`config.mk`:
```
export PLATFORM = sky130hd
export DESIGN_NAME = mbx_bridge
export DESIGN_NICKNAME = d
export VERILOG_FILES = /design/src/rtl/mbx_pkg.sv /design/src/rtl/mbx_issue.sv /design/src/rtl/mbx_host_regs.sv /design/src/rtl/mbx_bridge.sv
export SDC_FILE = /design/constraint.sdc
export NUM_CORES = 1
export LEC_CHECK = 0
export BUFFER_PORTS_ARGS = -buffer_cell sky130_fd_sc_hd__buf_2
export CAP_MARGIN = 20
export CORE_UTILIZATION = 35
export DETAILED_ROUTE_END_ITERATION = 10
export SYNTH_ARGS = -nofsm -noshare
export SYNTH_HDL_FRONTEND = slang
export SYNTH_SLANG_ARGS = --single-unit
export TNS_END_PERCENT = 20
```
`constraint.sdc`:
```
create_clock -name clk -period 3.8 [get_ports clk]
set_input_delay 0 -clock clk [delete_from_list [all_inputs] [get_ports clk]]
set_output_delay 0 -clock clk [all_outputs]
set_load 0.05 [all_outputs]
```
`src/rtl/mbx_pkg.sv`:
```
package mbx_pkg;
  typedef enum logic [1:0] {
    K_RD   = 2'b00,
    K_WR   = 2'b01,
    K_IACK = 2'b10,
    K_BAD  = 2'b11
  } kind_e;

  localparam int unsigned HAW = 2;
  localparam logic [HAW-1:0] OFS_DATA = 2'd0;
  localparam logic [HAW-1:0] OFS_CMD  = 2'd1;
  localparam logic [HAW-1:0] OFS_STAT = 2'd2;

  function automatic logic kind_legal(input kind_e k);
    return k != K_BAD;
  endfunction

  // status bits: [1] error, [0] ready
  function automatic logic [1:0] stat_bits(input logic rdy, input logic err);
    return {err, rdy};
  endfunction
endpackage

```
`src/rtl/mbx_issue.sv`:
```
module mbx_issue
  import mbx_pkg::*;
#(
  parameter int unsigned DW = 16,
  parameter int unsigned AW = 8
) (
  input  logic          clk,
  input  logic          rst_n,
  input  logic          launch,
  input  kind_e         cmd_kind,
  input  logic [AW-1:0] cmd_addr,
  input  logic [DW-1:0] cmd_wdata,
  input  logic          dsp_ack,
  input  logic [DW-1:0] dsp_rdata,
  output logic          dsp_req,
  output kind_e         dsp_kind,
  output logic [AW-1:0] dsp_addr,
  output logic [DW-1:0] dsp_wdata,
  output logic          ready,
  output logic          rd_done,
  output logic [DW-1:0] rd_value
);
  logic          req_q;
  kind_e         kind_q;
  logic [AW-1:0] addr_q;
  logic [DW-1:0] wdata_q;
  logic          finish;

  assign finish = req_q && dsp_ack;

  always_ff @(posedge clk or negedge rst_n) begin
    if (!rst_n) begin
      req_q   <= 1'b0;
      kind_q  <= K_RD;
      addr_q  <= '0;
      wdata_q <= '0;
    end else if (launch) begin
      req_q   <= 1'b1;
      kind_q  <= cmd_kind;
      addr_q  <= cmd_addr;
      wdata_q <= cmd_wdata;
    end else if (finish) begin
      req_q <= 1'b0;
    end
  end

  assign dsp_req   = req_q;
  assign dsp_kind  = kind_q;
  assign dsp_addr  = addr_q;
  assign dsp_wdata = wdata_q;
  assign ready     = !req_q;
  assign rd_done   = finish && (kind_q == K_RD);
  assign rd_value  = dsp_rdata;

  // request and its payload hold until acknowledged
  p_req_hold_r6: assert property (@(posedge clk) disable iff (!rst_n)
    dsp_req && !dsp_ack |=> dsp_req && $stable(dsp_addr) && $stable(dsp_kind) && $stable(dsp_wdata));
  // no launch while an access is pending
  p_no_launch_busy_r8: assert property (@(posedge clk) disable iff (!rst_n)
    launch |-> !dsp_req);
  // accepted command shows on the DSP port next cycle
  p_launch_req_r3: assert property (@(posedge clk) disable iff (!rst_n)
    launch |=> dsp_req && dsp_addr == $past(cmd_addr) && dsp_kind == $past(cmd_kind));
  // acknowledge ends the access
  p_ack_ends_r5: assert property (@(posedge clk) disable iff (!rst_n)
    dsp_req && dsp_ack |=> !dsp_req);
endmodule

```
`src/rtl/mbx_host_regs.sv`:
```
module mbx_host_regs
  import mbx_pkg::*;
#(
  parameter int unsigned DW = 16,
  parameter int unsigned AW = 8
) (
  input  logic           clk,
  input  logic           rst_n,
  input  logic           host_wr,
  input  logic           host_rd,
  input  logic [HAW-1:0] host_addr,
  input  logic [DW-1:0]  host_wdata,
  output logic [DW-1:0]  host_rdata,
  input  logic           dsp_pd,
  input  logic           ready,
  input  logic           rd_done,
  input  logic [DW-1:0]  rd_value,
  output logic           launch,
  output kind_e          cmd_kind,
  output logic [AW-1:0]  cmd_addr,
  output logic [DW-1:0]  data_q
);
  localparam int unsigned KLO = AW;

  logic cmd_wr, cmd_ok, reject, stat_rd, err_q;

  assign cmd_wr   = host_wr && (host_addr == OFS_CMD);
  assign cmd_kind = kind_e'(host_wdata[KLO+1:KLO]);
  assign cmd_addr = host_wdata[AW-1:0];
  assign cmd_ok   = ready && !dsp_pd && kind_legal(cmd_kind);
  assign launch   = cmd_wr && cmd_ok;
  assign reject   = cmd_wr && !cmd_ok;
  assign stat_rd  = host_rd && (host_addr == OFS_STAT) && !dsp_pd;

  always_ff @(posedge clk or negedge rst_n) begin
    if (!rst_n)       err_q <= 1'b0;
    else if (reject)  err_q <= 1'b1;
    else if (stat_rd) err_q <= 1'b0;
  end

  always_ff @(posedge clk or negedge rst_n) begin
    if (!rst_n)                                   data_q <= '0;
    else if (rd_done)                             data_q <= rd_value;
    else if (host_wr && host_addr == OFS_DATA)    data_q <= host_wdata;
  end

  always_comb begin
    host_rdata = '0;
    unique case (host_addr)
      OFS_DATA: host_rdata = data_q;
      OFS_STAT: host_rdata = dsp_pd ? '1 : DW'(stat_bits(ready, err_q));
      default:  host_rdata = '0;
    endcase
  end

  // a refused command leaves the error flag set
  p_reject_err_r8: assert property (@(posedge clk) disable iff (!rst_n)
    reject |=> err_q);
  // power-down never starts an access
  p_pd_no_launch_r11: assert property (@(posedge clk) disable iff (!rst_n)
    dsp_pd |-> !launch);
  // a status read without a refusal clears the flag
  p_read_clear_r9: assert property (@(posedge clk) disable iff (!rst_n)
    stat_rd && !reject |=> !err_q);
  // read return lands in the data word
  p_rd_load_r7: assert property (@(posedge clk) disable iff (!rst_n)
    rd_done |=> data_q == $past(rd_value));
endmodule

```
`src/rtl/mbx_bridge.sv`:
```
module mbx_bridge
  import mbx_pkg::*;
#(
  parameter int unsigned DW = 16,
  parameter int unsigned AW = 8
) (
  input  logic           clk,
  input  logic           rst_n,
  input  logic           host_wr,
  input  logic           host_rd,
  input  logic [1:0]     host_addr,
  input  logic [DW-1:0]  host_wdata,
  output logic [DW-1:0]  host_rdata,
  input  logic           dsp_pd,
  output logic           dsp_req,
  output logic [1:0]     dsp_kind,
  output logic [AW-1:0]  dsp_addr,
  output logic [DW-1:0]  dsp_wdata,
  input  logic           dsp_ack,
  input  logic [DW-1:0]  dsp_rdata
);
  logic          launch, ready, rd_done;
  kind_e         cmd_kind, kind_out;
  logic [AW-1:0] cmd_addr;
  logic [DW-1:0] data_q, rd_value;

  mbx_host_regs #(.DW(DW), .AW(AW)) u_regs (
    .clk, .rst_n, .host_wr, .host_rd, .host_addr, .host_wdata, .host_rdata,
    .dsp_pd, .ready, .rd_done, .rd_value, .launch, .cmd_kind, .cmd_addr, .data_q
  );

  mbx_issue #(.DW(DW), .AW(AW)) u_issue (
    .clk, .rst_n, .launch, .cmd_kind, .cmd_addr, .cmd_wdata(data_q),
    .dsp_ack, .dsp_rdata, .dsp_req, .dsp_kind(kind_out), .dsp_addr, .dsp_wdata,
    .ready, .rd_done, .rd_value
  );

  assign dsp_kind = kind_out;

  // ready is visible as 0 whenever a request is outstanding
  p_busy_not_ready_r5: assert property (@(posedge clk) disable iff (!rst_n)
    dsp_req && !dsp_pd && host_addr == OFS_STAT |-> host_rdata[0] == 1'b0);
endmodule

```
==> metrics.yaml, run 1 <==
timing:
  clock.fmax_ghz: 0.567
  finalCriticalPeriod_ns: 1.77
  whs_ns: 0.0152
  setup_tns_ns: 0
  skew_ns: 0.00964
  setup_viol: 0
  finalCritPeriodShare_pct: 46.4
  rsz0062_at_grt: "false"
  worstMarginPinSlew_ns: 0.757
  slew_violations: 0
  hold_viol: 0
  slew-limit-headroom_pct: 49.5
setup_path:
  worstReg2RegStart: "u_issue.dsp_req"
  reg2regPathDepth: 5
  rrSetupSlack_ns: 2.03
  critPathCaptureType: "register"
  cp_data_required_time_ns: 4.03
  worstPathMaxFanout: 32
  crit_arrival_ns: 1.99
  r2r_end: "u_regs.data_q[13]"
  start_kind: "register"
  setup.worst_path.class: "register to register"
synth:
  yosysWarnings: 0
  synth_area_sq_um: 2130
  syn_avg_cell_area_sq_um: 10.9
  synthCells: 195
  synth.distinct_cells: 23
  ys_seq_area_share_pct: 51.7
  synth-seq-cells: 44
  syn_nets: 235
clock_tree:
  postCtsSetupRepairBufs: 0
  cts_max_path_buffers: 2
  clk_latency_ns: 0.30
  cts_tree: "built"
  cts_root_buf: "clkbuf_8"
  numCtsBuffers: 5
  htree_levels: 2
  cts_sinks: 44
  path_clk_slew_ns: 0.08
layout:
  drive_gt1_share_pct: 39.9
  area_growth_pct: 44.4
  n_antenna_cell: 0
  nets: 345
global_route:
  grt_pass1_wl_um: 9050
  grt_util_all_layers_pct: 18.8
  grt_max_degree: 45
  antenna_found_initial: 0
  grt_pass1_vias: 1893
  grt-ovfl-total: 0
min_path:
  min-delay-start: "host_wdata[8]"
  hold_path_class: "input port to register"
  min_to: "u_regs.data_q[8]"
  worstHoldPathCells: 3
routing:
  vias: 1810
  routed_wirelength_um: 5420
  avgViaCountPerCell: 4.75
  drc: 0
  ant_nets: 0
  dr.pass1.iters: 4
  post_drt_wl_per_cell_um: 14.2
  drtIter0Drc: 76
floorplan:
  dieArea_sq_um: 6400
  boundaryPins: 83
  fp.dieH_um: 80
  die_x_um: 80
  fp-row-count: 28
  coreArea_sq_um: 5890
  start_util_pct: 36.2
job:
  drv_cap: 0
place:
  portBuffers: 82
  gp_congestion: 0.783
  hpwlAfterDp_um: 3470
power_and_ir_drop:
  p_leak_uw: 0.00156
  peakVddDrop_uv: 254
  power_density_nw_per_um2: 657
outcome:
  status: "complete, no violations"
-- worst max-delay path, stage by stage, from the launching register on --
cell and delay, ns:
dfrtp_1 0.45, nand4bb_1 0.13, buf_4 0.32, nor2_1 0.07
a31oi_1 0.15, dlygate4sd3_1 0.58
-- through the flow --
stage | instances | instance area [sq um] | utilization [%] | total power (uW) | worst slack, ns
3_5_place_dp | 339 | 2560 | 43.6 | 1490 | 2.07
2_1_floorplan | 195 | 2130 | - | 1300 | 1.85
5_1_grt | 381 | 3070 | 52.2 | 2120 | 1.86
3_3_place_gp | 339 | 2560 | 43.6 | 1480 | 2.12
4_1_cts | 380 | 3050 | 51.9 | 2040 | 2.04
6_report | 381 | 3070 | 52.2 | 2020 | 2.03
-- how the worst max path moves through the flow --
stage | startpoint | end | slack, ns | cells after the start
floorplan | u_issue.dsp_req | host_rdata[0] | 1.85 | 1
global placement | u_issue.dsp_req | u_issue.dsp_wdata[5] | 2.12 | 3
detailed placement | u_issue.dsp_req | u_issue.dsp_addr[3] | 2.07 | 3
CTS | u_issue.dsp_req | u_regs.data_q[11] | 2.04 | 5
global route | u_issue.dsp_req | u_regs.data_q[13] | 1.86 | 5
finish | u_issue.dsp_req | u_regs.data_q[13] | 2.03 | 5
-- synthesized netlist by cell type (all sizes together) --
cell / count / area share, %
buf: 6 / 2.1
a311oi: 1 / 0.41
nand2: 35 / 6.2
nor2: 19 / 3.3
or3b: 1 / 0.41
inv: 2 / 0.35
nor3b: 1 / 0.88
o21ai: 2 / 0.47
nand3: 1 / 0.82
a21oi: 14 / 3.3
nand4bb: 2 / 1.1
dfrtp: 44 / 52
a211oi: 2 / 1.3
clkbuf: 8 / 1.5
a31oi: 16 / 4.7
nand2b: 14 / 4.1
mux2: 26 / 17
nor2b: 1 / 0.29
-- state kept, by name, summed over array words and instances (netlist names) --
signal,count
u_issue.dsp_kind,2
u_regs.data_q,16
u_issue.dsp_wdata,16
u_issue.dsp_req,1
u_regs.err_q,1
u_issue.dsp_addr,8
-- placed cells by master, fill, tap and decap left out, drive strengths merged --
cell and count:
nand2b 14, dfrtp 44, nand2 35, nand4bb 2
a31oi 16, a311oi 1, mux2 26, buf 84
nor3b 1, nor2 19, inv 2, nor2b 1
a211oi 2, a21oi 14, or3b 1, dlygate4sd3 33
nand3 1, clkbuf 5, bufinv 3, o21ai 2
-- final cells by class --
type	instances	area [sq um]
clock inverters	3	90.1
clock buffers	5	68.8
multi-input cells	135	945
repair buffers	117	768
fillers	561	2810
inverters	2	7.51
well taps	75	93.8
flip-flops and latches	44	1100
-- kinds of logic after synthesis --
| family | Yosys count | share of synthesized area (%) |
|---|---|---|
| AOI/OAI and AO/OA | 35 | 10.2 |
| and+or+nand+nor | 74 | 17.1 |
| DFF | 44 | 51.7 |
| buffers and inverters | 16 | 3.94 |
| muxes | 26 | 17.1 |
-- layer usage --
layer	track usage, %	vias to the layer above	routed length (um)
met5	0	-	0
met4	4.82	0	53
met3	4.11	5	265
met2	31.9	60	2610
met1	24.2	864	2490
li1	-	881	-
-- power by group --
group	internal (uW)	switching [uW]	total [uW]
sequential	606	85.9	692
clock	329	163	492
combinational	284	553	837
-- what timing repair did --
| item | CTS | global route |
|---|---|---|
| gates resized for setup | 0 | 0 |
| endpoints found under the setup margin | 0 | 0 |
| hold endpoints to repair | 69 | 0 |
| hold buffers | 33 | 0 |
Note: power is estimated with default switching activity, not from simulation.
==> run 2: changes to the inputs <==
--- a/config.mk
+++ b/config.mk
@@ -5,6 +5,7 @@
 export SDC_FILE = /design/constraint.sdc
 export NUM_CORES = 1
 export LEC_CHECK = 0
+export ABC_AREA = 1
 export BUFFER_PORTS_ARGS = -buffer_cell sky130_fd_sc_hd__buf_2
 export CAP_MARGIN = 20
 export CORE_UTILIZATION = 35
==> constraint.sdc (replaced) <==
create_clock -name clk -period 1.85 [get_ports clk]
set_input_delay 0 -clock clk [delete_from_list [all_inputs] [get_ports clk]]
set_output_delay 0 -clock clk [all_outputs]
set_load 0.05 [all_outputs]
==> metrics.yaml, run 2 <==
outcome:
  status: "complete, no violations"
min_path:
  min_to: "u_regs.err_q"
  hold_path_class: "input port to register"
  min-delay-start: "host_rd"
  worstHoldPathCells: 4  # +1
power_and_ir_drop:
  peakVddDrop_uv: 555  # +120%
  p_sw_uw: 1510  # +89%
  pwr-share-seq_pct: 41.2  # +7.0 points
  p_sw_share_pct: 46.1  # +6.4 points
  pwr-share-clk_pct: 18.4  # -6.0 points
  power_density_nw_per_um2: 1120  # +71%
  intPower_uw: 1770  # +45%
  p_comb_share_pct: 40.4  # -1.0 points
  p_leak_uw: 0.00181  # +16%
timing:
  setup_viol: 0  # unchanged
  whs_ns: 0.0168  # +0.00159 ns
  worstMarginPinSlew_ns: 0.583  # -0.174 ns
  skew_ns: 0.00458  # -0.00506 ns
  rsz0062_at_grt: "false"
  finalCritPeriodShare_pct: 74.9  # +28 points
  finalCriticalPeriod_ns: 1.39  # -0.379 ns
  slew_violations: 0  # unchanged
  hold_viol: 0  # unchanged
  clock.fmax_ghz: 0.722  # +27%
  setup_tns_ns: 0  # unchanged
  slew-limit-headroom_pct: 61.0  # +12 points
setup_path:
  crit_arrival_ns: 1.63  # -0.36 ns
  setup.worst_path.class: "register to register"
  start_kind: "register"
  worstReg2RegStart: "u_issue.dsp_req"
  cp_cell_sequence: "inv_1 -> nand3_1 -> buf_4 -> nor2_8 -> nand2_1 -> nand2_1"
  cp_top_family: "simple AND/OR/NAND/NOR gates"
  r2r_end: "u_issue.dsp_addr[6]"
  path_depth: 6  # +1
  worstPathMaxFanout: 26  # -19%
  cp_slowest_cell: "dfrtp_1"
  cp.buffers_inverters: 2  # unchanged
  rrSetupSlack_ns: 0.46  # -1.57 ns
  reg2regPathDepth: 6  # +1
  crit_top_cell: "nand2_1"
  crit_path_max_incr_delay_ns: 0.40  # -0.18 ns
  cp_data_required_time_ns: 2.09  # -1.94 ns
  critPathCaptureType: "register"
place:
  portBuffers: 82  # unchanged
  hpwlAfterDp_um: 4550  # +31%
  gp_congestion: 0.856  # +9.3%
floorplan:
  fp-row-count: 28  # unchanged
  dieArea_sq_um: 6750  # +5.5%
  fp.dieH_um: 82.2  # +2.7%
  coreArea_sq_um: 6060  # +3.0%
  boundaryPins: 83  # unchanged
  die_x_um: 82.2  # +2.7%
  start_util_pct: 37.1  # +0.94 points
synth:
  synth_edf_count: 0  # unchanged
  synth_common_cells: "nand2_1, dfrtp_1, inv_1, nand3_1, o21ai_0"
  syn_nets: 345  # +47%
  synth_largest_area_cell: "dfrtp_1"
  synth_top_cell_area_share_pct: 48.9  # -2.8 points
  synth_mux_area_share_pct: 0  # -17 points
  yosysWarnings: 0  # unchanged
  postSynth.asyncResetShare_pct: 100  # unchanged
  synth.distinct_cells: 16  # -30%
  synth_area_leaders: "dfrtp_1, nand2_1, nand3_1, inv_1, o21ai_0"
  yosys.area_share.adder_pct: 0  # unchanged
  synth-compound-area-share_pct: 6.73  # -3.4 points
  ys_seq_area_share_pct: 48.9  # -2.8 points
  synth_top_family_by_area: "simple AND/OR/NAND/NOR gates"
  synthCells: 305  # +56%
  synth-seq-cells: 44  # unchanged
  ys.flop_type: "dfrtp_1"
  synth_area_sq_um: 2250  # +5.6%
  synth.most_common_cell: "nand2_1"
  synth-xor-area-share_pct: 0  # unchanged
  syn_avg_cell_area_sq_um: 7.38  # -32%
  yosys.area_share.simple_pct: 33.7  # +17 points
routing:
  ant_nets: 0  # unchanged
  drtIter0Drc: 136  # +79%
  post_drt_wl_per_cell_um: 13.2  # -7.5%
  avgViaCountPerCell: 4.65  # -2.2%
  dr.pass1.iters: 4  # unchanged
  vias: 2203  # +22%
  routed_wirelength_um: 6240  # +15%
  drc: 0  # unchanged
global_route:
  grt-ovfl-total: 0  # unchanged
  grt_pass1_wl_um: 9940  # +9.8%
  grt_max_degree: 29  # -36%
  grt_pass1_vias: 2014  # +6.4%
  grt_util_all_layers_pct: 20.0  # +1.2 points
  antenna_found_initial: 0  # unchanged
job:
  drv_cap: 0  # unchanged
layout:
  fillers: 651  # +16%
  final_cell_mix: "nand2_1, buf_2, dfrtp_1"
  area_growth_pct: 29.7
  layout_commonest_cell: "nand2_1"
  drive_gt1_share_pct: 26.3  # -14 points
  n_antenna_cell: 0  # unchanged
  nets: 438  # +27%
clock_tree:
  path_clk_slew_ns: 0.08  # about the same
  htree_levels: 2  # unchanged
  cts_tree: "built"
  cts_sinks: 44  # unchanged
  postCtsSetupRepairBufs: 0  # unchanged
  numCtsBuffers: 5  # unchanged
  cts_root_buf: "clkbuf_8"
  cts_max_path_buffers: 2  # unchanged
  clk_latency_ns: 0.30  # about the same
[run 2: power by group through the flow]
stage / Combinational (uW) / Clock, uW / Sequential, uW
after floorplan: 449 / 0 / 1860
after global placement: 1300 / 0 / 1370
after detailed placement: 1320 / 0 / 1370
after CTS: 1340 / 631 / 1350
after global routing: 1430 / 671 / 1380
final: 1320 / 602 / 1350
[run 2: cells by family (layout without fill, tap and decap cells)]
kind of cell,count (synthesis),after routing
simple gates,178,178
buf+inv,53,147
flops,44,44
compound gates,30,30
[run 2: area by class of cell]
cell class / count / area [sq um] / area share, %
Clock buffer: 5 / 68.8 / 2.36
Clock inverter: 3 / 18.8 / 0.643
Inverter: 38 / 143 / 4.89
Multi-Input combinational cell: 208 / 910 / 31.2
Sequential cell: 44 / 1100 / 37.7
Tap cell: 75 / 93.8 / 3.22
Timing Repair Buffer: 101 / 583 / 20.0
[run 2: worst reg2reg max path: cells and delay by family (launching register included)]
family        cells  cell delay [ns]
buf+inv           2             0.31
flops             1             0.40
simple gates      4             0.62
[run 2: timing repair]
| item | 4_1_cts | 5_1_grt |
|---|---|---|
| resized for setup | 0 | 0 |
| hold buffers | 12 | 0 |
| hold endpoints to repair | 27 | 0 |
[run 2: metal layers]
metal | GRT usage [%] | wire [um]
met1 | 27.9 | 2920
met3 | 3.85 | 399
met4 | 5.96 | 60
met5 | 0 | 0
met2 | 31.2 | 2860
[run 2: metrics by stage]
step | area (sq um) | utilization [%] | power, uW | worst slack, ns | instances
2_1_floorplan | 2250 | - | 2310 | 0.364 | 305
3_3_place_gp | 2710 | 44.7 | 2670 | 0.486 | 454
3_5_place_dp | 2710 | 44.7 | 2690 | 0.448 | 454
4_1_cts | 2920 | 48.1 | 3320 | 0.431 | 474
5_1_grt | 2920 | 48.1 | 3480 | 0.299 | 474
6_report | 2920 | 48.1 | 3280 | 0.464 | 474
[run 2: worst max path at each step]
stage                          startpoint                    to  slack (ns)
after global placement       host_addr[1]  u_issue.dsp_wdata[3]        0.49
after global routing      u_issue.dsp_req   u_issue.dsp_addr[6]        0.30
after floorplan           u_issue.dsp_req     u_regs.data_q[10]        0.36
final                     u_issue.dsp_req   u_issue.dsp_addr[6]        0.46
after CTS                 u_issue.dsp_req   u_issue.dsp_addr[6]        0.43
after detailed placement  u_issue.dsp_req   u_issue.dsp_addr[6]        0.45
